==> src/rtl/asau_pkg.sv <==
package asau_pkg;
  parameter int unsigned NUM_REGIONS = 8;
  parameter int unsigned ADDR_W      = 32;
  parameter int unsigned GRAN_BITS   = 5;
  localparam int unsigned IDX_W   = $clog2(NUM_REGIONS);
  localparam int unsigned FIELD_W = ADDR_W - GRAN_BITS;

  typedef enum logic [1:0] {
    ATTR_NS  = 2'b00,
    ATTR_NSC = 2'b01,
    ATTR_SEC = 2'b10
  } attr_e;

  typedef struct packed {
    logic [FIELD_W-1:0] base;
    logic [FIELD_W-1:0] limit;
    logic               active;
    logic               callable;
  } region_t;

  typedef struct packed {
    logic [NUM_REGIONS-1:0] load;
    logic                   lookupOn;
  } asauStrobe_t;

  function automatic attr_e stricter(attr_e a, attr_e b);
    return (a > b) ? a : b;
  endfunction
endpackage

==> src/rtl/asau_ctrl.sv <==
module asau_ctrl
  import asau_pkg::*;
(
  input  logic             clk,
  input  logic             rstN,
  input  logic             secEnable,
  input  logic             regWrEn,
  input  logic [IDX_W-1:0] regWrIdx,
  output asauStrobe_t      strobes
);
  always_comb begin
    for (int i = 0; i < NUM_REGIONS; i++) begin
      strobes.load[i] = regWrEn && (regWrIdx == IDX_W'(i));
    end
    strobes.lookupOn = secEnable;
  end

  AST_ONE_LOAD_PER_WRITE: assert property (@(posedge clk) disable iff (!rstN)
    regWrEn |-> ($countones(strobes.load) == 1));
  AST_NO_LOAD_IDLE: assert property (@(posedge clk) disable iff (!rstN)
    !regWrEn |-> (strobes.load == '0));
endmodule

==> src/rtl/asau_datapath.sv <==
module asau_datapath
  import asau_pkg::*;
(
  input  logic               clk,
  input  logic               rstN,
  input  asauStrobe_t        strobes,
  input  logic [FIELD_W-1:0] wrBase,
  input  logic [FIELD_W-1:0] wrLimit,
  input  logic               wrActive,
  input  logic               wrCallable,
  input  logic [ADDR_W-1:0]  accAddr,
  output attr_e              attr,
  output logic               regionHit,
  output logic [IDX_W-1:0]   regionNum
);
  region_t                regions [NUM_REGIONS];
  logic [NUM_REGIONS-1:0] matchVec;
  logic [FIELD_W-1:0]     addrField;
  logic [IDX_W-1:0]       firstIdx;
  logic                   singleHit;
  logic                   multiHit;
  attr_e                  fixedAttr;
  attr_e                  progAttr;

  assign addrField = accAddr[ADDR_W-1:GRAN_BITS];

  generate
    for (genvar g = 0; g < NUM_REGIONS; g++) begin : gRegion
      always_ff @(posedge clk or negedge rstN) begin
        if (!rstN) begin
          regions[g] <= '0;
        end else if (strobes.load[g]) begin
          regions[g] <= '{base: wrBase, limit: wrLimit,
                          active: wrActive, callable: wrCallable};
        end
      end

      assign matchVec[g] = regions[g].active &&
                           (addrField >= regions[g].base) &&
                           (addrField <= regions[g].limit);

      AST_LOAD_LANDS: assert property (@(posedge clk) disable iff (!rstN)
        strobes.load[g] |=> (regions[g].base == $past(wrBase)) &&
                            (regions[g].limit == $past(wrLimit)));
    end
  endgenerate

  always_comb begin
    firstIdx = '0;
    for (int i = NUM_REGIONS - 1; i >= 0; i--) begin
      if (matchVec[i]) firstIdx = IDX_W'(i);
    end
    singleHit = ($countones(matchVec) == 1);
    multiHit  = ($countones(matchVec) > 1);
  end

  // Hard-wired map: decided by the top address nibble, plus bits 27:26 in the first window.
  always_comb begin
    unique case (accAddr[ADDR_W-1 -: 4])
      4'h0:       fixedAttr = (accAddr[ADDR_W-5 -: 2] == 2'b11) ? ATTR_NSC : ATTR_NS;
      4'h3, 4'h5: fixedAttr = ATTR_NSC;
      4'hE, 4'hF: fixedAttr = ATTR_SEC;
      default:    fixedAttr = ATTR_NS;
    endcase
  end

  always_comb begin
    if (singleHit) begin
      progAttr = regions[firstIdx].callable ? ATTR_NSC : ATTR_NS;
    end else begin
      progAttr = ATTR_SEC;
    end
  end

  always_comb begin
    if (strobes.lookupOn) begin
      attr      = stricter(fixedAttr, progAttr);
      regionHit = singleHit;
      regionNum = singleHit ? firstIdx : '0;
    end else begin
      attr      = ATTR_NS;
      regionHit = 1'b0;
      regionNum = '0;
    end
  end

  AST_OFF_IS_NS: assert property (@(posedge clk) disable iff (!rstN)
    !strobes.lookupOn |-> (attr == ATTR_NS) && !regionHit && (regionNum == '0));
  AST_NOT_WEAKER_THAN_MAP: assert property (@(posedge clk) disable iff (!rstN)
    strobes.lookupOn |-> (attr >= fixedAttr));
  AST_OVERLAP_SECURE: assert property (@(posedge clk) disable iff (!rstN)
    (strobes.lookupOn && multiHit) |-> (attr == ATTR_SEC) && !regionHit);
  AST_HIT_IS_MATCH: assert property (@(posedge clk) disable iff (!rstN)
    regionHit |-> matchVec[regionNum] && $onehot(matchVec));
  AST_ENCODING_LEGAL: assert property (@(posedge clk) disable iff (!rstN)
    attr != 2'b11);
endmodule

==> src/rtl/asau_top.sv <==
module asau_top
  import asau_pkg::*;
(
  input  logic               clk,
  input  logic               rstN,
  input  logic               secEnable,
  input  logic               regWrEn,
  input  logic [IDX_W-1:0]   regWrIdx,
  input  logic [FIELD_W-1:0] regWrBase,
  input  logic [FIELD_W-1:0] regWrLimit,
  input  logic               regWrActive,
  input  logic               regWrCallable,
  input  logic [ADDR_W-1:0]  accAddr,
  output logic [1:0]         attr,
  output logic               regionHit,
  output logic [IDX_W-1:0]   regionNum
);
  asauStrobe_t strobes;
  attr_e       attrE;

  asau_ctrl uCtrl (
    .clk       (clk),
    .rstN      (rstN),
    .secEnable (secEnable),
    .regWrEn   (regWrEn),
    .regWrIdx  (regWrIdx),
    .strobes   (strobes)
  );

  asau_datapath uDp (
    .clk        (clk),
    .rstN       (rstN),
    .strobes    (strobes),
    .wrBase     (regWrBase),
    .wrLimit    (regWrLimit),
    .wrActive   (regWrActive),
    .wrCallable (regWrCallable),
    .accAddr    (accAddr),
    .attr       (attrE),
    .regionHit  (regionHit),
    .regionNum  (regionNum)
  );

  assign attr = attrE;
endmodule

==> config.mk <==
export PLATFORM = sky130hd
export DESIGN_NAME = asau_top
export DESIGN_NICKNAME = d
export VERILOG_FILES = /design/src/rtl/asau_pkg.sv /design/src/rtl/asau_ctrl.sv /design/src/rtl/asau_datapath.sv /design/src/rtl/asau_top.sv
export SDC_FILE = /design/constraint.sdc
export NUM_CORES = 1
export LEC_CHECK = 0
export ABC_AREA = 0
export BUFFER_PORTS_ARGS = -buffer_cell sky130_fd_sc_hd__buf_2
export CAP_MARGIN = 15
export CORE_MARGIN = 8
export CORE_UTILIZATION = 40
export CTS_CLUSTER_DIAMETER = 40
export DETAILED_ROUTE_END_ITERATION = 8
export PLACE_DENSITY = 0.68
export SLEW_MARGIN = 20
export SYNTH_ARGS = -nofsm -noshare
export SYNTH_HDL_FRONTEND = slang
export SYNTH_SLANG_ARGS = --single-unit
==> constraint.sdc <==
create_clock -name clk -period 13.5 [get_ports clk]
set_input_delay 2.7 -clock clk [delete_from_list [all_inputs] [get_ports clk]]
set_output_delay 2.7 -clock clk [all_outputs]
set_load 0.05 [all_outputs]
# Yosys cells after proc, flatten, opt, wreduce, memory -nomap -nowiden
# Cells that the tools add are included.
dict set report classes {
  n_eq_ne 13
  n_reduce_logical 28
  order_cmp 18
  muxes 20
  bitwise_logic 1
  n_addsub 7
}
# operator n
set op_table {}
lappend op_table {{27-bit >= comparator} 8}
lappend op_table {{27-bit less-or-equal comparator} 8}
lappend op_table {{56-bit binary-select mux with 3-bit select} 1}
lappend op_table {{32-bit adder} 3}
lappend op_table {{32-bit by 2-bit == test with 1-bit output, second input constant} 1}
lappend op_table {{3-bit 2-to-1 mux} 10}
lappend op_table {{1-bit logical AND} 24}
lappend op_table {{3-bit == test, second input constant} 4}
lappend op_table {{1-bit by 1-bit adder with 2-bit output} 4}
lappend op_table {{4-bit == test, second input constant} 2}
lappend op_table {{3-bit by 2-bit == test with 1-bit output, second input constant} 2}
lappend op_table {{2-bit 2-to-1 mux} 3}
lappend op_table {{2-bit case mux with 3 select lines} 1}
lappend op_table {{1-bit 2-to-1 mux} 5}
lappend op_table {{4-bit by 2-bit == test with 1-bit output, second input constant} 1}
lappend op_table {{4-bit by 3-bit == test with 1-bit output, second input constant} 1}
lappend op_table {{4-bit >= comparator, second input constant} 1}
lappend op_table {{4-bit logical NOT} 1}
lappend op_table {{3-bit inverter with 4-bit output} 1}
lappend op_table {{2-bit OR reduction} 2}
lappend op_table {{3-bit by 1-bit == test with 1-bit output, second input constant} 1}
lappend op_table {{3-bit logical NOT} 1}
lappend op_table {{2-bit == test, second input constant} 1}
lappend op_table {{2-bit > comparator} 1}
dict set report totals {
  word_cells 119
  reg_bits 448
  out_inout_bits 6
}

# Depth between registers and ports, before layout
# Gate-level depths: netlist (run 1).
dict set report depth {
  word_depth 20
  mapped_depth 24
  mapped_depth_nobuf 24
}

# Modules after synthesis
# Synthesis (run 1) repeated with hierarchy kept, for this count alone.
dict set report unflattened {
  hier_cells 3073
  hier_area_um2 27273.7
}
# module cells_per_inst seq_area_each_um2 area_per_inst_um2 n_inst
set by_module_without_submodules {}
lappend by_module_without_submodules {asau_datapath 3064 11210.8 27171.1 1}
lappend by_module_without_submodules {asau_ctrl 9 0.0 102.6 1}

# Worst setup path before layout (run 1)
# OpenSTA, ideal clock, no wires.
dict set report synth_path {
  kind {input -> output}
  from {in accAddr[5]}
  to {out regionNum[1]}
  arrival_time_ps 9428
  required_ps 10800
  cell_stages 19
  setup_slack_ps 1372
  cell_sequence {inv_1 ha_1 nand3b_1 a211oi_1 o31ai_1 nand2_1 a2111o_1 o2111ai_4 inv_1 ha_1 inv_1 fa_1 fa_1 inv_1 ha_1 fa_1 nor4b_1 nand2_1 a2111oi_0}
}
dict set report synth_via {
  elab_chain_cells 13
  word_cells_on_any_way 50
  cone_classes {add/sub (7); order compare (16); eq/ne (1); mux (10); reduce/logical (16)}
}
# element line
set synth_lines {}
lappend synth_lines {{start: declaration} asau_top.sv:13} ;# input logic [ADDR_W-1:0] accAddr,
lappend synth_lines {{branches (longest 11 deep; another with 32-bit adder)} --}
lappend synth_lines {{3-bit 2-to-1 mux *} asau_datapath.sv:79} ;# regionNum = singleHit ? firstIdx : '0;
lappend synth_lines {{3-bit 2-to-1 mux *} asau_datapath.sv:76} ;# if (strobes.lookupOn) begin
lappend synth_lines {{end: declaration} asau_top.sv:16} ;# output logic [IDX_W-1:0] regionNum
# Every way passes the cells marked *.

# Final worst setup path (run 1)
dict set report layout_path {
  from {in accAddr[7]}
  to {out attr[0]}
}
dict set report layout_via {
  elab_chain_cells 20
  word_cells_on_any_way 57
  cone_classes {add/sub (7); order compare (17); eq/ne (1); mux (15); bitwise (1); reduce/logical (16)}
}
# element line
set layout_lines {}
lappend layout_lines {{branches (longest 16 deep; another with 32-bit adder)} --}
lappend layout_lines {{2-bit 2-to-1 mux *} asau_datapath.sv:68} ;# if (singleHit) begin
lappend layout_lines {{2-bit > comparator} asau_pkg.sv:27} ;# return (a > b) ? a : b;
lappend layout_lines {{2-bit 2-to-1 mux *} asau_pkg.sv:27}
lappend layout_lines {{2-bit 2-to-1 mux *} asau_datapath.sv:76}
lappend layout_lines {{end: declaration} asau_top.sv:14} ;# output logic [1:0] attr,
# Every way passes the cells marked *. The select of a mux whose other input is x is not followed.

==> impl_results.md, run 1 <==
- Outcome: finished, final reports clean
- DRT iter0 DRCs: around 1.5k
- Class of the worst hold path: flop to flop
- WL final: ~76000 um
- Vias/cell: roughly 5.3
- Mapped Cells: between 2k and 3k
- Global-route wire length before repair: ~120000 um
- Number of global-route vias before repair: ~21k
- Max-slew headroom: 0.200
- Clock Pin Slew Worst Setup and Hold Paths: about 0.040 ns
- Syn_nets: between 3k and 4k
- Die height: 279 um
- Slew @ Worst Pin: between 1 and 1.5 ns
- Initial antenna violation count: 5
- Final Hold Fails: 0
- Share of layout cells above drive strength 1: 0.180
- Buffer count from post-CTS setup fixing: 0
- Final nets: 3485
- Leading area contributor after synthesis: dfrtp_1
- Overall Power: 5380 uW
- Clock Tree Root: clkbuf_16
- Via count of the routed design: 20.8k
- Num CTS Buffers: 85
- Top cells by area, synth: dfrtp_1, ha_1, mux2_2
- I/O Pins: between 100 and 150
- Post-route minimum period: between 10 and 15 ns
- Seq/Total Area, Yosys: 0.405
- IO Port Bufs: 95
- Worst EP arrival: between 9 and 10 ns
- Delay of the slowest critical-path stage: ~1.0 ns
- Drt wl/cell: around 19 um
- Worst path most repeated cell: ha_1
- Netlist Area Pre-Place: 27700 sq um
- Core Footprint: between 60000 and 70000 sq um
- Synth warn: 0
- Grt total ovfl: 0
- Power per Cell Area: around 170 nW/um^2
- First-pass DRT Iterations: 5
- Critical path class: input port to output pin
- Largest registers: uDp.regions: 448 flops
- Setup_tns: 0 ns
- Buf/Inv on CP: 6
- Main synth FF type: dfrtp_1
- Most flops, register: uDp.regions
- Mean post-synth cell area: around 9.9 sq um
- Final ANT Viol Nets: 0
- Final HPWL DP: 52000 um
- Max reg flops: 448
- EDFF count, synth: 0
- Post-layout util: 0.471
- Leak: approximately 0.016 uW
- Residual DRC: 0
- Setup violators final: 0
- Critical path's top delay family: adder cells
- CTS resizes: 0
- CTS max path bufs: 3
- Row cnt: 96
- Die area: 77800 sq um
- CP startpoint kind: input port
- GP Congestion: 0.866
- Post-CTS Hold Buffers: 0
- VDD IR max: 0.118 mV
- Initial core utilization: 0.403
- Final period utilization: 0.932
- RSZ-0062 raised after global routing: no
- Post-synth top area share: 0.405
- R2R setup slack: between 10 and 15 ns
- Max_cap viols: 0
- Max Slew Vio Count: 0
- Worst-Skew Late Latency: approximately 0.61 ns
- Worst EP required: about 11 ns
- CP Capture Type: output pin
- Seq cells post-synth: between 400 and 500
- Skew final: 0 ns
- # fillers: between 6k and 7k
- Pin count of the biggest net entering global routing: around 120
- Fraction of registers with async set/reset: 1.00
- CP max FO: 16
- Slowest stage cell, crit path: a2111oi_0
- CTS tree: built
- Area Growth Syn to Fin: 16.9%
- Die extent in x: 279 um
- CTS H-Tree Depth: 3
- Max Fclk: between 0.07 and 0.08 GHz
- CTS Sinks: roughly 450
- Netlist cell types: between 80 and 90
- Overall routing resource usage: 0.198
## metrics by stage
step	instance area, sq um	setup slack [ns]	instances	hold slack, ns
CTS	32300	0.984	3942	0.503
floorplan	27700	1.37	2797	0.473
global route	32300	0.488	3942	0.507
finish	32300	0.913	3943	0.498
global placement	29300	1.08	3789	0.481
detailed placement	29300	1.06	3789	0.493
## synth_stat cells (all sizes together), types with 4 or more instances
master and count:
and3 9, and2 4, o21ai 272, nand4b 4
nand3b 8, a211o 4, dfrtp 448, a221oi 11
and4 9, a211oi 42, nor3 26, a21o 38
nand2b 9, inv 449, nand3 52, a21oi 132
fa 4, nor4 13, o21a 12, nand2 292
nor2b 10, o21bai 6, ha 441, nor2 46
o211ai 16, o31ai 8, mux2 239, o41ai 5
a2111oi 4, nand4 61, clkbuf 68
## routing by layer
layer  global-route usage  vias to the layer above  routed length, um
met5                    0                        -                 47
met4               0.0695                        8               2230
met3               0.0384                      139               4560
met2                0.318                      470              34900
met1                0.264                    10142              34500
li1                     -                    10077                  -
## path summary, 6_finish.rpt
kind	cells past startpoint	from	endpoint
max	25	accAddr[7]	attr[0]
min	1	uDp.regions[235]	uDp.regions[235]
max reg2reg	1	uDp.regions[281]	uDp.regions[281]
min reg2reg	1	uDp.regions[235]	uDp.regions[235]
max in group asynchronous	3	rstN	uDp.regions[303]
min in group asynchronous	1	rstN	uDp.regions[368]
## power breakdown
group	internal (uW)	switching [uW]	total, uW	leakage [uW]
logic	591	819	1410	0.00892
registers	1630	113	1750	0.00542
clock network	1490	741	2230	0.00144
## layout by cell type (no fill, tap or decap), types with 50 or more instances in the layout
| master | instances |
|---|---|
| mux2_2 | 239 |
| inv_1 | 449 |
| a21oi_1 | 131 |
| nand3_1 | 50 |
| clkbuf_16 | 87 |
| ha_1 | 441 |
| nand2_1 | 292 |
| dfrtp_1 | 448 |
| o21ai_0 | 263 |
| nand4_1 | 60 |
| buf_2 | 94 |
## cell families (layout without fill, tap and decap cells)
| kind of cell | Yosys count | in the layout | synth area share |
|---|---|---|---|
| AND/OR/NAND/NOR | 557 | 557 | 0.0962 |
| adder cells (fa/ha/maj) | 445 | 445 | 0.202 |
| other | 0 | 1 | 0 |
| AO/OA/AOI/OAI | 585 | 585 | 0.127 |
| XOR/XNOR | 1 | 1 | 0.000317 |
| buffers and inverters | 520 | 734 | 0.0708 |
| flip-flops | 448 | 448 | 0.405 |
| multiplexers | 241 | 241 | 0.0980 |
## cell type report
| type | instances | area, sq um | area share |
|---|---|---|---|
| multi-input cells | 1829 | 14500 | 0.449 |
| clock buffers | 103 | 2310 | 0.0713 |
| clock inverters | 50 | 689 | 0.0213 |
| flip-flops and latches | 448 | 11200 | 0.347 |
| inverters | 449 | 1690 | 0.0521 |
| repair buffers | 132 | 767 | 0.0237 |
| diodes | 1 | 2.50 | 0.0000774 |
| well taps | 931 | 1160 | 0.0360 |
Power figures use the tool's default switching activity.
==> inputs of run 2 (changes only) <==
Clock period 13.5 ns to 12.2 ns, I/O delays scaled along.
==> impl_results.md, run 2 (same netlist as run 1, synthesis figures left out) <==
- Final period utilization: 0.957
- Row cnt: 96 (unchanged)
- Class of the worst hold path: flop to flop
- Die area: 77800 sq um (unchanged)
- Area Growth Syn to Fin: 16.9% (about the same)
- CTS resizes: 0 (unchanged)
- Leak: 0.0158 uW (+0.25%)
- WL met1: 34600 um (+0.18%)
- RSZ-0062 raised after global routing: no
- Overall routing resource usage: 0.197 (-0.000554)
- Pin count of the biggest net entering global routing: 169 (+44%)
- Most common cell after layout, fill and taps aside: inv_1
- I/O Pins: 101 (unchanged)
- Final ANT Viol Nets: 0 (unchanged)
- Max Fclk: approximately 0.086 GHz
- CTS H-Tree Depth: 3 (unchanged)
- Worst-Skew Late Latency: 0.62 ns (about the same)
- Max reg flops: 448 (unchanged)
- Power per Cell Area: 181 nW/um^2 (+9.0%)
- Max_cap viols: 0 (unchanged)
- DRT iter0 DRCs: 1319 (-11%)
- GP Congestion: 0.857 (-1.1%)
- Worst Hold Launch: uDp.regions[32]
- Most frequent cells in the layout: inv_1, dfrtp_1, ha_1, nand2_1, o21ai_0
- Skew final: 0 ns (unchanged)
- Slowest stage cell, crit path: or4b_2
- Outcome: finished, final reports clean
- CP max FO: 11 (-5)
- CP startpoint: accAddr[28]
- Drt wl/cell: 19.3 um (-0.19%)
- Largest registers: uDp.regions: 448 flops
- CP Capture Type: output pin
- VDD IR max: 0.122 mV (+3.8%)
- Die extent in x: 279 um (unchanged)
- Number of global-route vias before repair: 21.1k (+1.5%)
- Post-CTS Hold Buffers: 0 (unchanged)
- CP startpoint kind: input port
- Die height: 279 um (unchanged)
- Worst flop-to-flop path startpoint: uDp.regions[281]
- Residual DRC: 0 (unchanged)
- Initial core utilization: 0.403 (unchanged)
- Overall Power: 5870 uW (+9.0%)
- Max Slew Vio Count: 0 (unchanged)
- Worst EP arrival: 9.23 ns (-0.66 ns)
- First-pass DRT Iterations: 5 (unchanged)
- Most flops, register: uDp.regions
- Setup_tns: 0 ns (unchanged)
- CTS Sinks: 448 (unchanged)
- WL met2: 34700 um (-0.68%)
- Clock Pin Slew Worst Setup and Hold Paths: 0.05 ns (about the same)
- Final HPWL DP: 53200 um (+2.4%)
- Routed wl met3: 4490 um (-1.6%)
- Initial antenna violation count: 6 (+1)
- Final Hold Fails: 0 (unchanged)
- Setup violators final: 0 (unchanged)
- Critical path class: input port to output pin
- IO Port Bufs: 95 (unchanged)
- Core Footprint: 68600 sq um (unchanged)
- Worst EP required: 9.76 ns (-1.04 ns)
- DR top layer: met5
- CTS max path bufs: 3 (unchanged)
- Post-route minimum period: approximately 12 ns
- Num CTS Buffers: 80 (-5.9%)
- Final nets: 3497 (+0.34%)
- WL final: 76400 um (+0.11%)
- Via count of the routed design: 21.0k (+0.67%)
- Buffer count from post-CTS setup fixing: 0 (unchanged)
- Delay of the slowest critical-path stage: 0.62 ns (-0.42 ns)
- Max-slew headroom: 0.339 (+0.139)
- Clock Tree Root: clkbuf_16
- Global-route wire length before repair: 120000 um (+0.26%)
- CTS tree: built
- Slew @ Worst Pin: 0.982 ns (-0.188 ns)
- Share of layout cells above drive strength 1: 0.182 (+0.00278)
- Grt total ovfl: 0 (unchanged)
- Vias/cell: 5.30 (+0.37%)
[run 2: changes by cell type in the layout (fill, tap and decap cells not counted), moves of 4 or more]
cell / previous run / this run
clkinvlp_4: 10 / 6
clkinv_4: 10 / 3
clkbuf_8: 7 / 12
buf_4: 36 / 53
clkinv_2: 9 / 14
clkbuf_16: 87 / 82
[run 2: power breakdown]
part,total [uW],internal [uW],switching [uW]
combinational,1580,662,918
clock,2360,1560,797
sequential,1930,1810,126
[run 2: layout make-up]
| cell class | instances | area, sq um |
|---|---|---|
| Fill cell | 6308 | 36200 |
| Multi-Input combinational cell | 1829 | 14500 |
| Sequential cell | 448 | 11200 |
| Clock buffer | 102 | 2250 |
| Inverter | 449 | 1690 |
| Tap cell | 931 | 1160 |
| Timing Repair Buffer | 149 | 903 |
| Clock inverter | 43 | 606 |
| Antenna cell | 4 | 10.0 |
[run 2: worst max-delay path, delay by kind of cell]
kind / cells / cell delay, ns
AND/OR/NAND/NOR: 8 / 2.61
adder cells (fa/ha/maj): 7 / 2.28
buffers and inverters: 8 / 1.41
AO/OA/AOI/OAI: 4 / 0.47
[run 2: metrics by stage]
stage / hold WS (ns) / area, sq um / worst slack [ns] / std cells / util
2_1_floorplan: 0.473 / 27700 / 0.592 / 2797 / -
3_3_place_gp: 0.486 / 29500 / 0.474 / 3806 / 0.430
3_5_place_dp: 0.492 / 29500 / 0.413 / 3806 / 0.430
4_1_cts: 0.503 / 32300 / 0.387 / 3951 / 0.471
5_1_grt: 0.509 / 32300 / 0.200 / 3952 / 0.471
6_report: 0.500 / 32300 / 0.526 / 3955 / 0.472
[run 2: path summary, 6_finish.rpt]
| check | end | slack, ns | depth (start not counted) |
|---|---|---|---|
| max | attr[0] | 0.53 | 27 |
| min | uDp.regions[32] | 0.50 | 1 |
| max reg2reg | uDp.regions[281] | 11.30 | 1 |
| min reg2reg | uDp.regions[32] | 0.50 | 1 |
| max in group asynchronous | uDp.regions[338] | 8.35 | 3 |
| min in group asynchronous | uDp.regions[371] | 1.92 | 1 |
[run 2: metal layers]
layer / GRT usage / vias up
met5: 0 / -
met4: 0.0774 / 4
met3: 0.0365 / 146
met2: 0.315 / 536
met1: 0.263 / 10198
li1: - / 10092
==> inputs of run 3 (changes only) <==
Settings changed: PLACE_DENSITY 0.68 to 0.53.
==> impl_results.md, run 3 (same netlist as run 1, synthesis figures left out) <==
- Outcome: finished, final reports clean
- Worst flop-to-flop path startpoint: uDp.regions[337]
- Num CTS Buffers: 92 (+15%)
- Leak: 0.0161 uW (+2.0%)
- Worst Hold Launch: uDp.regions[93]
- Max Slew Vio Count: 0 (unchanged)
- Switching Power: 1930 uW (+4.9%)
- Delay of the slowest critical-path stage: 0.63 ns (about the same)
- IO Port Bufs: 95 (unchanged)
- Residual DRC: 0 (unchanged)
- Overall routing resource usage: 0.211 (+0.0143)
- Comb pwr share: 0.255 (-0.014)
- CP max FO: 11 (unchanged)
- Share of layout cells above drive strength 1: 0.194 (+0.0117)
- WL met1: 37600 um (+8.7%)
- Routed wl met3: 3170 um (-29%)
- Critical path class: input port to output pin
- Die area: 77800 sq um (unchanged)
- Drt wl/cell: 20.6 um (+6.6%)
- WL met2: 38900 um (+12%)
- Slowest stage cell, crit path: or4b_2
- Global-route wire length before repair: 127000 um (+5.4%)
- Slew @ Worst Pin: 0.965 ns (-0.0177 ns)
- Overall Power: 6260 uW (+6.7%)
- Setup violators final: 0 (unchanged)
- CTS H-Tree Depth: 3 (unchanged)
- Number of global-route vias before repair: 21.6k (+2.1%)
- Initial core utilization: 0.403 (unchanged)
- Clock Power Share: 0.437 (+0.036)
- GP Congestion: 0.836 (-2.4%)
- CTS Sinks: 448 (unchanged)
- Clock Tree Root: clkbuf_16
- I/O Pins: 101 (unchanged)
- Clock Pin Slew Worst Setup and Hold Paths: 0.04 ns (about the same)
- Buf/Inv on CP: 7 (-1)
- Final ANT Viol Nets: 0 (unchanged)
- Skew final: 0 ns (unchanged)
- CP startpoint: accAddr[28]
- Max-slew headroom: 0.357 (+0.0178)
- Switching power as a share of total power: 0.309 (-0.00527)
- Post-CTS Hold Buffers: 0 (unchanged)
- Row cnt: 96 (unchanged)
- Critical path's top delay family: adder cells
- Worst-Skew Late Latency: 0.63 ns (about the same)
- Setup_tns: 0 ns (unchanged)
- CTS tree: built
- Post-route cell area: 33000 sq um (+1.9%)
- Power per Cell Area: 190 nW/um^2 (+4.7%)
- Vias/cell: 5.28 (-0.49%)
- CP startpoint kind: input port
- CP Capture Type: output pin
- Post-route minimum period: 11.67 ns (-0.00297 ns)
- Most common cell after layout, fill and taps aside: inv_1
- Pin count of the biggest net entering global routing: 111 (-34%)
- Final period utilization: 0.957 (about the same)
- RSZ-0062 raised after global routing: no
- Worst slack, placed: 0.630 ns (+0.217 ns)
- Register area: 11200 sq um (unchanged)
- Area Growth Syn to Fin: 19.2%
- Final antenna diode count: 0 (-4)
- Worst EP arrival: 9.23 ns (about the same)
- WL final: 82200 um (+7.6%)
- Most frequent cells in the layout: inv_1, dfrtp_1, ha_1, nand2_1, o21ai_0
- DR top layer: met4
- Internal power: 4330 uW (+7.5%)
- Max reg flops: 448 (unchanged)
- CTS max path bufs: 3 (unchanged)
- Max Fclk: 0.0857 GHz (about the same)
- DRT iter0 DRCs: 1172 (-11%)
- CTS resizes: 0 (unchanged)
- First-pass DRT Iterations: 7 (+2)
- Sequential group share of total power: 0.309 (-0.020)
- Final nets: 3523 (+0.74%)
- Largest registers: uDp.regions: 448 flops
- Final HPWL DP: 57200 um (+7.5%)
- Die extent in x: 279 um (unchanged)
- Area of the multi-input gates: 14500 sq um (about the same)
- Worst EP required: 9.76 ns (about the same)
- Post-layout util: 0.481 (+0.00919)
- Placed inst area: 29600 sq um (+0.31%)
- Setup ws final: 0.529 ns (+0.00297 ns)
- Max_cap viols: 0 (unchanged)
- Initial antenna violation count: 0 (-6)
- Most flops, register: uDp.regions
- Via count of the routed design: 21.1k (+0.41%)
- Final Hold Fails: 0 (unchanged)
- VDD IR max: 0.0952 mV (-22%)
- Class of the worst hold path: flop to flop
- Die height: 279 um (unchanged)
- # fillers: 6403 (+1.5%)
- Buffer count from post-CTS setup fixing: 0 (unchanged)
- Core Footprint: 68600 sq um (unchanged)
- Grt total ovfl: 0 (unchanged)
[run 3: cell types whose count changed in the layout (fill, tap and decap cells not counted), moves of 3 or more]
cell	delta
clkbuf_16	+10
buf_4	+13
clkbuf_1	-3
clkinvlp_4	+6
bufinv_16	+5
clkbuf_8	+6
diode_2	-4
[run 3: final cells by class]
cell class,instances,area share
Sequential cell,448,0.340
Timing Repair Buffer,163,0.0304
Clock inverter,56,0.0250
Inverter,449,0.0511
Multi-Input combinational cell,1829,0.440
Tap cell,931,0.0353
Clock buffer,115,0.0779
[run 3: final timing paths]
path / end / slack (ns) / cells after the start
max reg2reg: uDp.regions[337] / 11.32 / 1
max in group asynchronous: uDp.regions[305] / 8.11 / 3
min: uDp.regions[93] / 0.50 / 1
min reg2reg: uDp.regions[93] / 0.50 / 1
min in group asynchronous: uDp.regions[372] / 1.91 / 1
max: attr[0] / 0.53 / 26
[run 3: layer usage]
| layer | GRT usage | up-vias |
|---|---|---|
| met5 | 0 | - |
| met2 | 0.355 | 402 |
| li1 | - | 10150 |
| met4 | 0.0739 | 0 |
| met1 | 0.278 | 10375 |
| met3 | 0.0294 | 136 |
[run 3: power groups by stage]
stage / combinational (uW) / sequential, uW / clock, uW
2_1_floorplan: 1100 / 1910 / 0
3_3_place_gp: 1530 / 1940 / 0
3_5_place_dp: 1590 / 1950 / 0
4_1_cts: 1600 / 1930 / 2780
5_1_grt: 1820 / 1970 / 2860
6_report: 1590 / 1930 / 2730
[run 3: stage by stage]
step,instances,hold slack [ns]
final,3991,0.499
after global routing,3991,0.507
after floorplan,2797,0.473
after detailed placement,3820,0.492
after CTS,3991,0.503
after global placement,3820,0.483
